`src/rtl/updn_pkg.sv`:
```
package updn_pkg;
  typedef struct packed {
    logic clear;
    logic load;
    logic inc;
    logic dec;
  } updnStrobe_t;
endpackage

```
`src/rtl/updn_ctrl.sv`:
```
module updn_ctrl
  import updn_pkg::*;
(
  input  logic        clk,
  input  logic        rstN,
  input  logic        cntUp,
  input  logic        cntDown,
  input  logic        clrCount,
  input  logic        loadPreset,
  output updnStrobe_t strobe
);
  logic upPrev;
  logic downPrev;
  logic upEdge;
  logic downEdge;

  always_ff @(posedge clk or negedge rstN) begin
    if (!rstN) begin
      upPrev   <= 1'b0;
      downPrev <= 1'b0;
    end else begin
      upPrev   <= cntUp;
      downPrev <= cntDown;
    end
  end

  assign upEdge   = cntUp & ~upPrev;
  assign downEdge = cntDown & ~downPrev;

  always_comb begin
    strobe.clear = clrCount;
    strobe.load  = loadPreset & ~clrCount;
    strobe.inc   = upEdge & ~downEdge & ~clrCount & ~loadPreset;
    strobe.dec   = downEdge & ~upEdge & ~clrCount & ~loadPreset;
  end

  // the datapath never receives two actions at once
  assert_single_action_R3: assert property (@(posedge clk) disable iff (!rstN)
    $onehot0({strobe.clear, strobe.load, strobe.inc, strobe.dec}));
endmodule

```
`src/rtl/updn_dpath.sv`:
```
module updn_dpath
  import updn_pkg::*;
#(
  parameter int W = 16
) (
  input  logic                clk,
  input  logic                rstN,
  input  updnStrobe_t         strobe,
  input  logic signed [W-1:0] presetVal,
  output logic signed [W-1:0] countVal,
  output logic                atPreset,
  output logic                atOrBelowZero
);
  localparam logic signed [W-1:0] MAX_V = {1'b0, {(W-1){1'b1}}};
  localparam logic signed [W-1:0] MIN_V = {1'b1, {(W-1){1'b0}}};

  logic signed [W-1:0] countQ;
  logic signed [W-1:0] countNext;

  always_comb begin
    countNext = countQ;
    if (strobe.clear)
      countNext = '0;
    else if (strobe.load)
      countNext = presetVal;
    else if (strobe.inc && countQ != MAX_V)
      countNext = countQ + 1'b1;
    else if (strobe.dec && countQ != MIN_V)
      countNext = countQ - 1'b1;
  end

  always_ff @(posedge clk or negedge rstN) begin
    if (!rstN) countQ <= '0;
    else       countQ <= countNext;
  end

  assign countVal      = countQ;
  assign atPreset      = (countQ >= presetVal);
  assign atOrBelowZero = (countQ <= 0);

  assert_inc_step_R1: assert property (@(posedge clk) disable iff (!rstN)
    (strobe.inc && countQ != MAX_V) |=> (countQ == $past(countQ) + 1'b1));

  assert_dec_step_R2: assert property (@(posedge clk) disable iff (!rstN)
    (strobe.dec && countQ != MIN_V) |=> (countQ == $past(countQ) - 1'b1));

  assert_clear_zero_R3: assert property (@(posedge clk) disable iff (!rstN)
    strobe.clear |=> (countQ == '0));

  assert_load_preset_R4: assert property (@(posedge clk) disable iff (!rstN)
    strobe.load |=> (countQ == $past(presetVal)));

  assert_idle_hold_R5: assert property (@(posedge clk) disable iff (!rstN)
    !(strobe.clear || strobe.load || strobe.inc || strobe.dec) |=> $stable(countQ));

  assert_no_wrap_R6: assert property (@(posedge clk) disable iff (!rstN)
    (countQ == MAX_V && !strobe.clear && !strobe.load && !strobe.dec) |=> (countQ == MAX_V));
endmodule

```
`src/rtl/updn_counter.sv`:
```
module updn_counter
  import updn_pkg::*;
#(
  parameter int W = 16
) (
  input  logic                clk,
  input  logic                rstN,
  input  logic                cntUp,
  input  logic                cntDown,
  input  logic                clrCount,
  input  logic                loadPreset,
  input  logic signed [W-1:0] presetVal,
  output logic signed [W-1:0] countVal,
  output logic                atPreset,
  output logic                atOrBelowZero
);
  updnStrobe_t strobe;

  updn_ctrl uCtrl (
    .clk        (clk),
    .rstN       (rstN),
    .cntUp      (cntUp),
    .cntDown    (cntDown),
    .clrCount   (clrCount),
    .loadPreset (loadPreset),
    .strobe     (strobe)
  );

  updn_dpath #(.W(W)) uDpath (
    .clk           (clk),
    .rstN          (rstN),
    .strobe        (strobe),
    .presetVal     (presetVal),
    .countVal      (countVal),
    .atPreset      (atPreset),
    .atOrBelowZero (atOrBelowZero)
  );
endmodule

```
`config.mk`:
```
export PLATFORM = sky130hd
export DESIGN_NAME = updn_counter
export DESIGN_NICKNAME = d
export VERILOG_FILES = /design/src/rtl/updn_pkg.sv /design/src/rtl/updn_ctrl.sv /design/src/rtl/updn_dpath.sv /design/src/rtl/updn_counter.sv
export SDC_FILE = /design/constraint.sdc
export NUM_CORES = 1
export LEC_CHECK = 0
export BUFFER_PORTS_ARGS = -buffer_cell sky130_fd_sc_hd__buf_4
export CAP_MARGIN = 20
export CORE_AREA = 2 2 84 86
export CTS_BUF_LIST = sky130_fd_sc_hd__clkbuf_8
export DETAILED_ROUTE_END_ITERATION = 8
export DIE_AREA = 0 0 86 88
export MAX_ROUTING_LAYER = met4
export PLACE_DENSITY = 0.52
export SYNTH_ARGS = -nofsm -noshare
export SYNTH_HDL_FRONTEND = slang
export SYNTH_SLANG_ARGS = --single-unit
```
`constraint.sdc`:
```
create_clock -name clk -period 5.2 [get_ports clk]
set_input_delay 1.56 -clock clk [delete_from_list [all_inputs] [get_ports clk]]
set_output_delay 1.56 -clock clk [all_outputs]
set_load 0.005 [all_outputs]
```
**Word level (Yosys, flattened, before mapping)**

Cells that the tools add are included.

- Word-level logic and storage cells: 31
- Input bits: 22
- Register bits: 18

- Bitwise logic cells: 15
- Add/subtract/negate cells: 2
- Equal/unequal tests: 2
- Reductions and logical operators: 3
- $lt $le $gt $ge: 2
- Mux-type cells: 4

Operator list:

| operator | number |
|---|---|
| $mux 16 | 4 |
| $ne 16x16->1 const B | 2 |
| $add 16x1->16 const B | 1 |
| $ge 16x16->1 | 1 |
| $le 16x1->1 const B | 1 |
| $sub 16x1->16 const B | 1 |
| $and 1x1->1 | 9 |
| $not 1->1 | 6 |
| $reduce_bool 4->1 | 1 |
| $logic_and 1x1->1 | 2 |

**Depth between registers and ports, before layout**

Gate-level depths: netlist (run 1).

- Word-level depth: 11
- Depth in mapped cells: 12

**Cells and area by module**

From an unflattened synthesis (run 1), not the netlist that was laid out.

- Cell total of the unflattened synthesis: 261
- Area total of the unflattened synthesis: 2099.5 µm²

Modules (own cells, without submodules):

| module | cells each | sequential area each (µm²) | area each (µm²) | instances |
|---|---|---|---|---|
| updn_dpath | 252 | 400.4 | 1993.2 | 1 |
| updn_ctrl | 9 | 50.0 | 106.4 | 1 |

**Worst setup path before layout (run 1)**

Ideal clock, no wire load.

- Kind: input port to output port
- From: in presetVal[1]
- To: out atPreset
- Slack: 0.652 ns
- Stages on the path: 8
- Arrival time: 2.988 ns
- Buffers on the path: 0
- Required time: 3.640 ns
- Cell sequence: inv_1 > ha_1 > nor2b_1 > o21a_1 > o21ai_0 > a211oi_1 > nor4_1 > mux2_2

- Longest elaborated chain between the ends: 1

RTL lines:

| element | RTL line | RTL |
|---|---|---|
| from (decl) | updn_counter.sv:12 | `input logic signed [W-1:0] presetVal,` |
| $ge 16x16->1 | updn_dpath.sv:38 | `assign atPreset = (countQ >= presetVal);` |
| to (decl) | updn_counter.sv:14 | `output logic atPreset,` |

Every way passes these cells.

**Worst setup path after layout (run 1)**

Same ends and word-level chain as after synthesis.

==> run_results.csv, run 1 <==
group,metric,value,unit
clock_tree,cts-htree-levels,1,
global_routing,grt-ovfl-total,0,
timing,setup_violations,0,
global_routing,grt_max_degree,34,
worst_setup_path,crit_slowest_cell,"nor4_1",
global_routing,grt_pass1_vias,2169,
worst_setup_path,cp-start-kind,"input port",
worst_setup_path,critPathArrivalTime,3.45,ns
clock_tree,cts_tree,"built",
logic_synthesis,ys.flop_type,"dfrtp_1",
logic_synthesis,synth-seq-area-share,19.8,%
worst_setup_path,crit_top_cell,"buf_4",
timing,fmax,0.200,GHz
detailed_routing,wl_per_cell,16.5,um
hold_path,min_path_type,"register to register",
timing,timing.final.ws_setup,0.189,ns
power,p_switching,0.332,mW
power,ir_worst_vdd,0.0000885,V
power,p_seq_share,26.5,%
power,p_clk_share,16.2,%
timing,worst_pin_slew,0.599,ns
logic_synthesis,yosys.area.top_type,"dfrtp_1",
clock_tree,cts_setup_buffers,0,
placed_design,io_buffers,39,
worst_setup_path,cp_data_required_time,3.64,ns
detailed_routing,drc,0,
hold_path,holdPathStages,2,
detailed_routing,num_vias,2301,
power,p_per_area,282,nW/um2
final_layout,syn_to_final_growth,20.0,%
logic_synthesis,syn-cell-area,2270,um2
worst_setup_path,critPathTopFamily,"simple AND/OR/NAND/NOR gates",
logic_synthesis,synth_nets,343,
clock_tree,cts_buffers,3,
worst_setup_path,cp_slowest_stage_delay,0.43,ns
power,power,0.771,mW
final_layout,mostFrequentLayoutCell,"buf_4",
floorplanning,start_util,34.2,%
final_layout,layout.nets,386,
power,p_leak,1.34,nW
placed_design,pre_cts_ws,0.223,ns
global_routing,grt_first_pass_wirelength,11000,um
detailed_routing,via_per_inst,5.60,
logic_synthesis,ys_async_sr_fraction,100,%
logic_synthesis,syn_area_per_cell,7.87,um2
logic_synthesis,synth_edf_count,0,
detailed_routing,drtAntennaViolNets,0,
power,switching_share,43.1,%
floorplanning,pin_count,40,
global_routing,antenna_found_initial,0,
worst_setup_path,end_kind,"output port",
floorplanning,die-area,7570,um2
timing,fin_crit,5.01,ns
placed_design,hpwlAfterDp,5260,um
timing,skew,0.00916,ns
worst_setup_path,crit_chain,"buf_4 > inv_1 > ha_1 > nor2b_1 > o21a_1 > o21ai_0 > a211oi_1 > nor4_1 > mux2_2 > buf_4",
final_layout,drive_above_1_share,18.7,%
clock_tree,clockBufferDepth,2,
placed_design,gp_congestion,0.876,
timing,finalHoldViolations,0,
final_layout,layout_common_cells,"buf_4, ha_1, inv_1, nor2_1, a21oi_1",
clock_tree,clk_latency,0.27,ns
placed_design,dp_cells,407,
floorplanning,die_h,88,um
logic_synthesis,synth_seq_cells,18,
power,p_int,0.438,mW
logic_synthesis,synth_top_area_share,19.8,%
timing,relSlewSlack,59.8,%
worst_setup_path,crit_path_max_fanout,2,
worst_setup_path,worstRegToRegCells,10,
floorplanning,num_rows,30,
clock_tree,cts.repair.resized,0,
timing,drv_slew,0,
floorplanning,die_w,86,um
worst_setup_path,crit_type,"input port to output port",
logic_synthesis,synth_cell_types,53,
clock_tree,cts_root_buf,"clkbuf_8",
final_layout,final_cells,411,
timing,period_share,96.4,%
global_routing,grt_usage,18.9,%
worst_setup_path,cp_num_buf_inv,3,
final_layout,post-route-util,41.1,%
final_layout,diodes,0,
detailed_routing,wirelength,6760,um
run,drv_cap,0,
clock_tree,clock_sinks,18,
logic_synthesis,synthTopCellsByArea,"dfrtp_1, ha_1, a21oi_1, inv_1, nor2_1",
logic_synthesis,yosysWarningCount,0,
detailed_routing,dr.pass1.iters,4,
detailed_routing,drt-initial-drc-count,142,
floorplanning,core,6640,um2
worst_setup_path,cp_num_cells,10,
logic_synthesis,postSynthCellCount,289,
timing,setup_tns,0,ns
status,outcome,"finished clean",
timing,rsz0062_at_grt,"false",
clock_tree,hold_buffers,0,
power,combPwrFrac,57.3,%
clock_tree,clk_pin_slew_worst_paths,0.09,ns
[sequential cells by signal, summed over array words and instances (netlist names)]
| name | count |
|---|---|
| uDpath.countVal | 16 |
| uCtrl.downPrev | 1 |
| uCtrl.upPrev | 1 |
[metrics by stage]
stage,hold WS (ns),cell area [um2]
detailed placement,0.629,2670
finish,0.645,2730
global placement,0.621,2670
floorplan,0.552,2270
CTS,0.649,2730
global route,0.676,2730
[cells by family after synthesis]
group / count (synthesis) / share of synthesized area [%]
compound gates: 99 / 29.7
xor+xnor: 2 / 0.771
fa+ha+maj: 32 / 17.9
buf+inv: 35 / 6.27
flops: 18 / 19.8
mux: 4 / 1.82
simple gates: 99 / 23.7
[metal layers]
layer / vias to the layer above / routed length (um) / track usage [%]
li1: 1176 / - / -
met1: 1048 / 3190 / 26.1
met2: 73 / 3090 / 29.9
met3: 4 / 433 / 1.98
met4: 0 / 52 / 4.04
met5: - / 0 / -
[path summary, 6_finish.rpt]
path                       slack [ns]           startpoint             endpoint
max                              0.19         presetVal[1]             atPreset
min                              0.65   uDpath.countVal[2]   uDpath.countVal[2]
max reg2reg                      1.58  uDpath.countVal[15]  uDpath.countVal[14]
min reg2reg                      0.65   uDpath.countVal[2]   uDpath.countVal[2]
max in group asynchronous        3.81                 rstN   uDpath.countVal[7]
min in group asynchronous        1.16                 rstN  uDpath.countVal[15]
[worst reg2reg max path, cell delays in order (launching register included)]
cell,delay (ns)
dfrtp_1,0.49
nand4b_4,0.22
or4_4,0.58
nand2_2,0.22
ha_1,0.31
nor2b_1,0.18
o31a_1,0.28
o311a_1,0.40
a221oi_1,0.40
mux2i_1,0.30
a221oi_2,0.08
[layout make-up]
class | instances | area (um2)
Tap cell | 80 | 100
Inverter | 28 | 105
Clock buffer | 4 | 55.1
Timing Repair Buffer | 45 | 338
Multi-Input combinational cell | 236 | 1680
Fill cell | 694 | 3920
Sequential cell | 18 | 450
[synth_stat cells (all sizes together) (2+ instances only)]
cell and number:
a211oi 8, a21o 9, a21oi 25, a221oi 4, a22o 3, a31oi 3
a32oi 2, and3 4, buf 3, clkbuf 4, dfrtp 18, ha 31
inv 28, mux2i 3, nand2 20, nand2b 5, nand3 5, nand4 8
nor2 25, nor2b 5, nor3 6, nor4 8, o211a 2, o211ai 3
o21a 6, o21ai 18, o21bai 2, o31a 2, o31ai 5, or2 4
or3 4
[power groups by stage]
stage                     Sequential [mW]  Combinational (mW)  Clock, mW
final                               0.204               0.442      0.125
after CTS                           0.204               0.442      0.129
after global routing                0.209               0.497      0.134
after floorplan                     0.194               0.305          0
after global placement              0.207               0.438          0
after detailed placement            0.207               0.439          0
(Power assumes the default switching activity.)
==> run 2: changes to the inputs <==
- BUFFER_PORTS_ARGS: -buffer_cell sky130_fd_sc_hd__buf_4 -> -buffer_cell sky130_fd_sc_hd__buf_2
- CAP_MARGIN: 20 -> 5
- PLACE_DENSITY: 0.52 -> unset
- PLACE_DENSITY_LB_ADDON: unset -> 0.2
==> run 2 against run 1 <==
Against the previous run:
- critical path depth did not move
- first-iteration DRC count fell by 23%
- final area fell by 3.3%
- clock skew fell by 0.0062 ns
- global-route usage rose by 0.32 points
- sequential share of layout area rose by 0.56 points
- core utilization fell by 1.4 points
- hold slack got worse by 0.016 ns
- via count fell by 0.13%
- maximum frequency rose by 1.5%
- sequential cell count did not move
- worst setup slack improved by 0.075 ns
- largest cell class unchanged
- largest power group unchanged
==> run_results.csv, run 2 (synthesized netlist as in run 1, its figures left out) <==
group,metric,value,unit
hold_path,min_path_type,"register to register",
power,p_leak,1.32,nW
timing,setup_tns,0,ns
detailed_routing,wirelength,6730,um
worst_setup_path,critPathArrivalTime,3.38,ns
worst_setup_path,end_kind,"output port",
worst_setup_path,crit_path_max_fanout,2,
global_routing,grtUsageMet1,26.7,%
floorplanning,start_util,34.2,%
clock_tree,cts_root_buf,"clkbuf_8",
detailed_routing,drt-initial-drc-count,109,
floorplanning,pin_count,40,
placed_design,hpwlAfterDp,5240,um
timing,period_share,94.9,%
detailed_routing,via_per_inst,5.58,
timing,whs,0.630,ns
clock_tree,clockBufferDepth,2,
worst_setup_path,cp-start-kind,"input port",
global_routing,grt_max_degree,34,
power,p_per_area,284,nW/um2
worst_setup_path,crit_slowest_cell,"mux2_2",
worst_setup_path,crit_type,"input port to output port",
worst_setup_path,cp_data_required_time,3.64,ns
detailed_routing,dr.pass1.iters,4,
global_routing,grt-ovfl-total,0,
detailed_routing,wl_per_cell,16.3,um
clock_tree,clk_latency,0.26,ns
floorplanning,core,6640,um2
timing,drv_slew,0,
final_layout,fin_area,2640,um2
status,outcome,"finished clean",
clock_tree,hold_buffers,0,
timing,finalHoldViolations,0,
worst_setup_path,worstRegToRegCells,10,
final_layout,syn_to_final_growth,16.1,%
worst_setup_path,reg2reg_from,"uDpath.countVal[15]",
global_routing,grt_usage,19.2,%
timing,rsz0062_at_grt,"false",
worst_setup_path,r2r_slack,1.63,ns
global_routing,grt_first_pass_wirelength,11200,um
global_routing,grt_use_met2,31.1,%
global_routing,top_usage_layer,"met2",
final_layout,layout_common_cells,"buf_2, ha_1, inv_1, nor2_1, a21oi_1",
global_routing,grtUsageMet3,1.13,%
clock_tree,cts-htree-levels,1,
run,drv_cap,0,
timing,fin_crit,4.94,ns
detailed_routing,num_vias,2298,
clock_tree,clock_sinks,18,
worst_setup_path,r2r_end,"uDpath.countVal[14]",
clock_tree,cts_setup_buffers,0,
placed_design,dpl_cell_area,2580,um2
timing,relSlewSlack,69.5,%
final_layout,largest_reg_flops,16,
power,ir_worst_vdd,0.0000975,V
floorplanning,num_rows,30,
clock_tree,clk_pin_slew_worst_paths,0.08,ns
timing,worst_pin_slew,0.458,ns
placed_design,gp_congestion,0.854,
global_routing,antenna_found_initial,0,
placed_design,io_buffers,39,
final_layout,mostFrequentLayoutCell,"buf_2",
final_layout,drive_above_1_share,19.0,%
final_layout,layout.nets,387,
timing,setup_violations,0,
worst_setup_path,cp_slowest_stage_delay,0.37,ns
global_routing,grt_pass1_vias,2229,
final_layout,diodes,0,
worst_setup_path,critPathCapture,"atPreset",
floorplanning,die_h,88,um
detailed_routing,drtAntennaViolNets,0,
worst_setup_path,crit_chain,"buf_2 > inv_1 > ha_1 > a21o_1 > a21o_1 > a21oi_1 > nor2_1 > nor4_1 > mux2_2 > buf_2",
worst_setup_path,critPathLaunch,"presetVal[5]",
clock_tree,cts_tree,"built",
timing,skew,0.00296,ns
detailed_routing,drc,0,
timing,fmax,0.203,GHz
clock_tree,cts_buffers,3,
floorplanning,die_w,86,um
floorplanning,die-area,7570,um2
clock_tree,cts.repair.resized,0,
run 2: cell types whose count changed in the layout (fill, tap and decap cells not counted), sizes merged:
cell  before  now
buf       45   46
run 2: worst max-delay path, delay by kind of cell:
kind,cells,cell delay (ns)
adder cells (fa/ha/maj),1,0.29
AND/OR/NAND/NOR,2,0.35
buffers and inverters,3,0.25
AO/OA/AOI/OAI,3,0.55
multiplexers,1,0.37
run 2: area by class of cell:
cell class                 instances  area (um2)
tap                               80         100
fill                             702        4010
timing repair buffer              46         248
multi-input combinational        236        1680
inverter                          28         105
clock buffer                       4        55.1
sequential                        18         450
run 2: power by group:
| part | internal [mW] | switching [mW] | total, mW |
|---|---|---|---|
| combinational | 0.193 | 0.231 | 0.424 |
| clock | 0.0675 | 0.0551 | 0.123 |
| sequential | 0.160 | 0.0444 | 0.204 |
run 2: worst min path at each step:
stage               cells after the start  slack [ns]               start                  to
floorplan                               2        0.55  uDpath.countVal[6]  uDpath.countVal[6]
global placement                        2        0.61  uDpath.countVal[2]  uDpath.countVal[2]
detailed placement                      2        0.61  uDpath.countVal[2]  uDpath.countVal[2]
CTS                                     2        0.63  uDpath.countVal[2]  uDpath.countVal[2]
global route                            2        0.66  uDpath.countVal[2]  uDpath.countVal[2]
finish                                  2        0.63  uDpath.countVal[2]  uDpath.countVal[2]
run 2: per-layer routing:
layer / share of wire, % / wire length [um] / up-vias
met5: 0 / 0 / -
met4: 0.65 / 44 / 0
met3: 5.3 / 355 / 4
met2: 46 / 3090 / 62
met1: 48 / 3230 / 1063
li1: - / - / 1169
run 2: metrics by stage:
step	utilization (%)	total power [mW]	worst slack, ns	instances
CTS	39.7	0.757	0.232	412
floorplan	-	0.499	0.652	289
global route	39.7	0.821	0.0876	412
finish	39.7	0.750	0.264	412
global placement	38.9	0.624	0.240	408
detailed placement	38.9	0.627	0.255	408
==> run 3: changes to the inputs <==
==> constraint.sdc (replaced) <==
create_clock -name clk -period 5.2 [get_ports clk]
set_input_delay 0.78 -clock clk [delete_from_list [all_inputs] [get_ports clk]]
set_output_delay 0.78 -clock clk [all_outputs]
set_load 0.005 [all_outputs]
==> run 3 against run 2 <==
Against the previous run:
- final area fell by 1.4%
- clock skew is 0.0064 ns higher
- clock power is essentially flat
- sequential share of layout area increased by 0.25 points
- die area unchanged
- global-route usage shrank 1.2 points
- first-iteration DRC count is 61% higher
- combinational power fell by 2%
- via count about the same
- non-clock buffer count fell by 5
- hold slack worse by 0.18 ns
- critical path type is now input port to register
- critical endpoint is now uDpath.countVal[14]
- largest cell class unchanged
- highest routed layer unchanged
==> run_results.csv, run 3 (synthesized netlist as in run 1, its figures left out) <==
group,metric,value,unit
status,outcome,"finished clean",
global_routing,grt_pass1_vias,2061,
final_layout,final_cells,407,
timing,rsz0062_at_grt,"false",
floorplanning,core,6640,um2
timing,fin_crit,3.78,ns
timing,setup_tns,0,ns
global_routing,antenna_found_initial,0,
clock_tree,clk_pin_slew_worst_paths,0.09,ns
clock_tree,cts_tree,"built",
detailed_routing,num_vias,2300,
clock_tree,hold_buffers,0,
clock_tree,cts_root_buf,"clkbuf_8",
detailed_routing,wirelength,6650,um
clock_tree,cts_buffers,3,
run,drv_cap,0,
floorplanning,pin_count,40,
detailed_routing,drt-initial-drc-count,176,
timing,drv_slew,0,
final_layout,syn_to_final_growth,14.4,%
timing,period_share,72.7,%
detailed_routing,via_per_inst,5.65,
floorplanning,die_h,88,um
clock_tree,clock_sinks,18,
detailed_routing,drtAntennaViolNets,0,
floorplanning,die-area,7570,um2
timing,worst_pin_slew,0.871,ns
global_routing,grt_first_pass_wirelength,10500,um
global_routing,grt_usage,18.0,%
clock_tree,cts.repair.resized,0,
timing,relSlewSlack,41.5,%
floorplanning,start_util,34.2,%
timing,fmax,0.264,GHz
worst_setup_path,cp_data_required_time,5.34,ns
timing,setup_violations,0,
global_routing,grt-ovfl-total,0,
worst_setup_path,end_kind,"register",
worst_setup_path,critPathArrivalTime,3.92,ns
timing,skew,0.00931,ns
clock_tree,cts-htree-levels,1,
final_layout,fin_area,2600,um2
worst_setup_path,cp-start-kind,"input port",
clock_tree,clockBufferDepth,2,
power,p_per_area,286,nW/um2
final_layout,largest_reg_flops,16,
detailed_routing,drc,0,
timing,finalHoldViolations,0,
clock_tree,clk_latency,0.26,ns
placed_design,gp_congestion,0.917,
global_routing,grt_max_degree,34,
final_layout,diodes,0,
final_layout,layout.nets,382,
detailed_routing,wl_per_cell,16.3,um
power,ir_worst_vdd,0.0000999,V
worst_setup_path,crit_type,"input port to register",
clock_tree,cts_setup_buffers,0,
placed_design,dpl_cell_area,2550,um2
floorplanning,die_w,86,um
hold_path,min_path_type,"input port to asynchronous set/reset pin",
final_layout,layout_common_cells,"buf_2, ha_1, inv_1, nor2_1, a21oi_1",
worst_setup_path,crit_path_max_fanout,17,
placed_design,dp_cells,403,
final_layout,mostFrequentLayoutCell,"buf_2",
placed_design,hpwlAfterDp,5240,um
placed_design,io_buffers,39,
floorplanning,num_rows,30,
power,p_leak,1.30,nW
final_layout,drive_above_1_share,17.7,%
detailed_routing,dr.pass1.iters,5,
-- run 3: cell types whose count changed in the layout (fill, tap and decap cells not counted) --
cell   before  now
buf_4       7    2
-- run 3: layer usage --
metal	vias up	part of all wire, %	global-route usage (%)
li1	1171	-	-
met1	1059	49	25.5
met2	68	46	28.5
met3	2	4.7	1.32
met4	0	0.15	2.89
met5	-	0	-
-- run 3: final cells by class --
class | count | area, um2
Tap cell | 80 | 100
Multi-Input combinational cell | 236 | 1680
Clock buffer | 4 | 55.1
Inverter | 28 | 105
Timing Repair Buffer | 41 | 210
Sequential cell | 18 | 450
Fill cell | 716 | 4040
-- run 3: report_power, final --
part | leakage [nW] | switching [mW] | internal (mW)
combinational | 1.04 | 0.229 | 0.187
clock | 0.0288 | 0.0556 | 0.0674
sequential | 0.231 | 0.0442 | 0.160
total | 1.30 | 0.329 | 0.414
-- run 3: stage by stage --
stage	power, mW	setup WS, ns	hold slack, ns	utilization [%]
after floorplan	0.499	1.69	0.484	-
after global placement	0.620	1.28	0.622	38.3
after detailed placement	0.620	1.19	0.626	38.3
after CTS	0.748	1.45	0.461	39.2
after global routing	0.810	1.27	0.479	39.2
final	0.743	1.42	0.448	39.2
-- run 3: worst max-delay path: stages --
cell      delay [ns]
buf_2           0.23
nor2_1          0.33
and3_1          0.29
nand2_2         0.26
ha_1            0.41
nor2b_1         0.17
o31a_1          0.29
o311a_1         0.44
a221oi_1        0.35
mux2i_1         0.27
a221oi_2        0.08
-- run 3: final timing paths --
check	start	cells past startpoint	slack, ns	endpoint
worst max-delay path	clrCount	11	1.42	uDpath.countVal[14]
worst min-delay path	rstN	1	0.45	uDpath.countVal[13]
worst max register to register	uDpath.countVal[15]	10	1.52	uDpath.countVal[14]
worst min register to register	uDpath.countVal[2]	2	0.65	uDpath.countVal[2]
max in group asynchronous	rstN	1	4.44	uDpath.countVal[3]
min in group clk	cntDown	1	0.64	uCtrl.downPrev
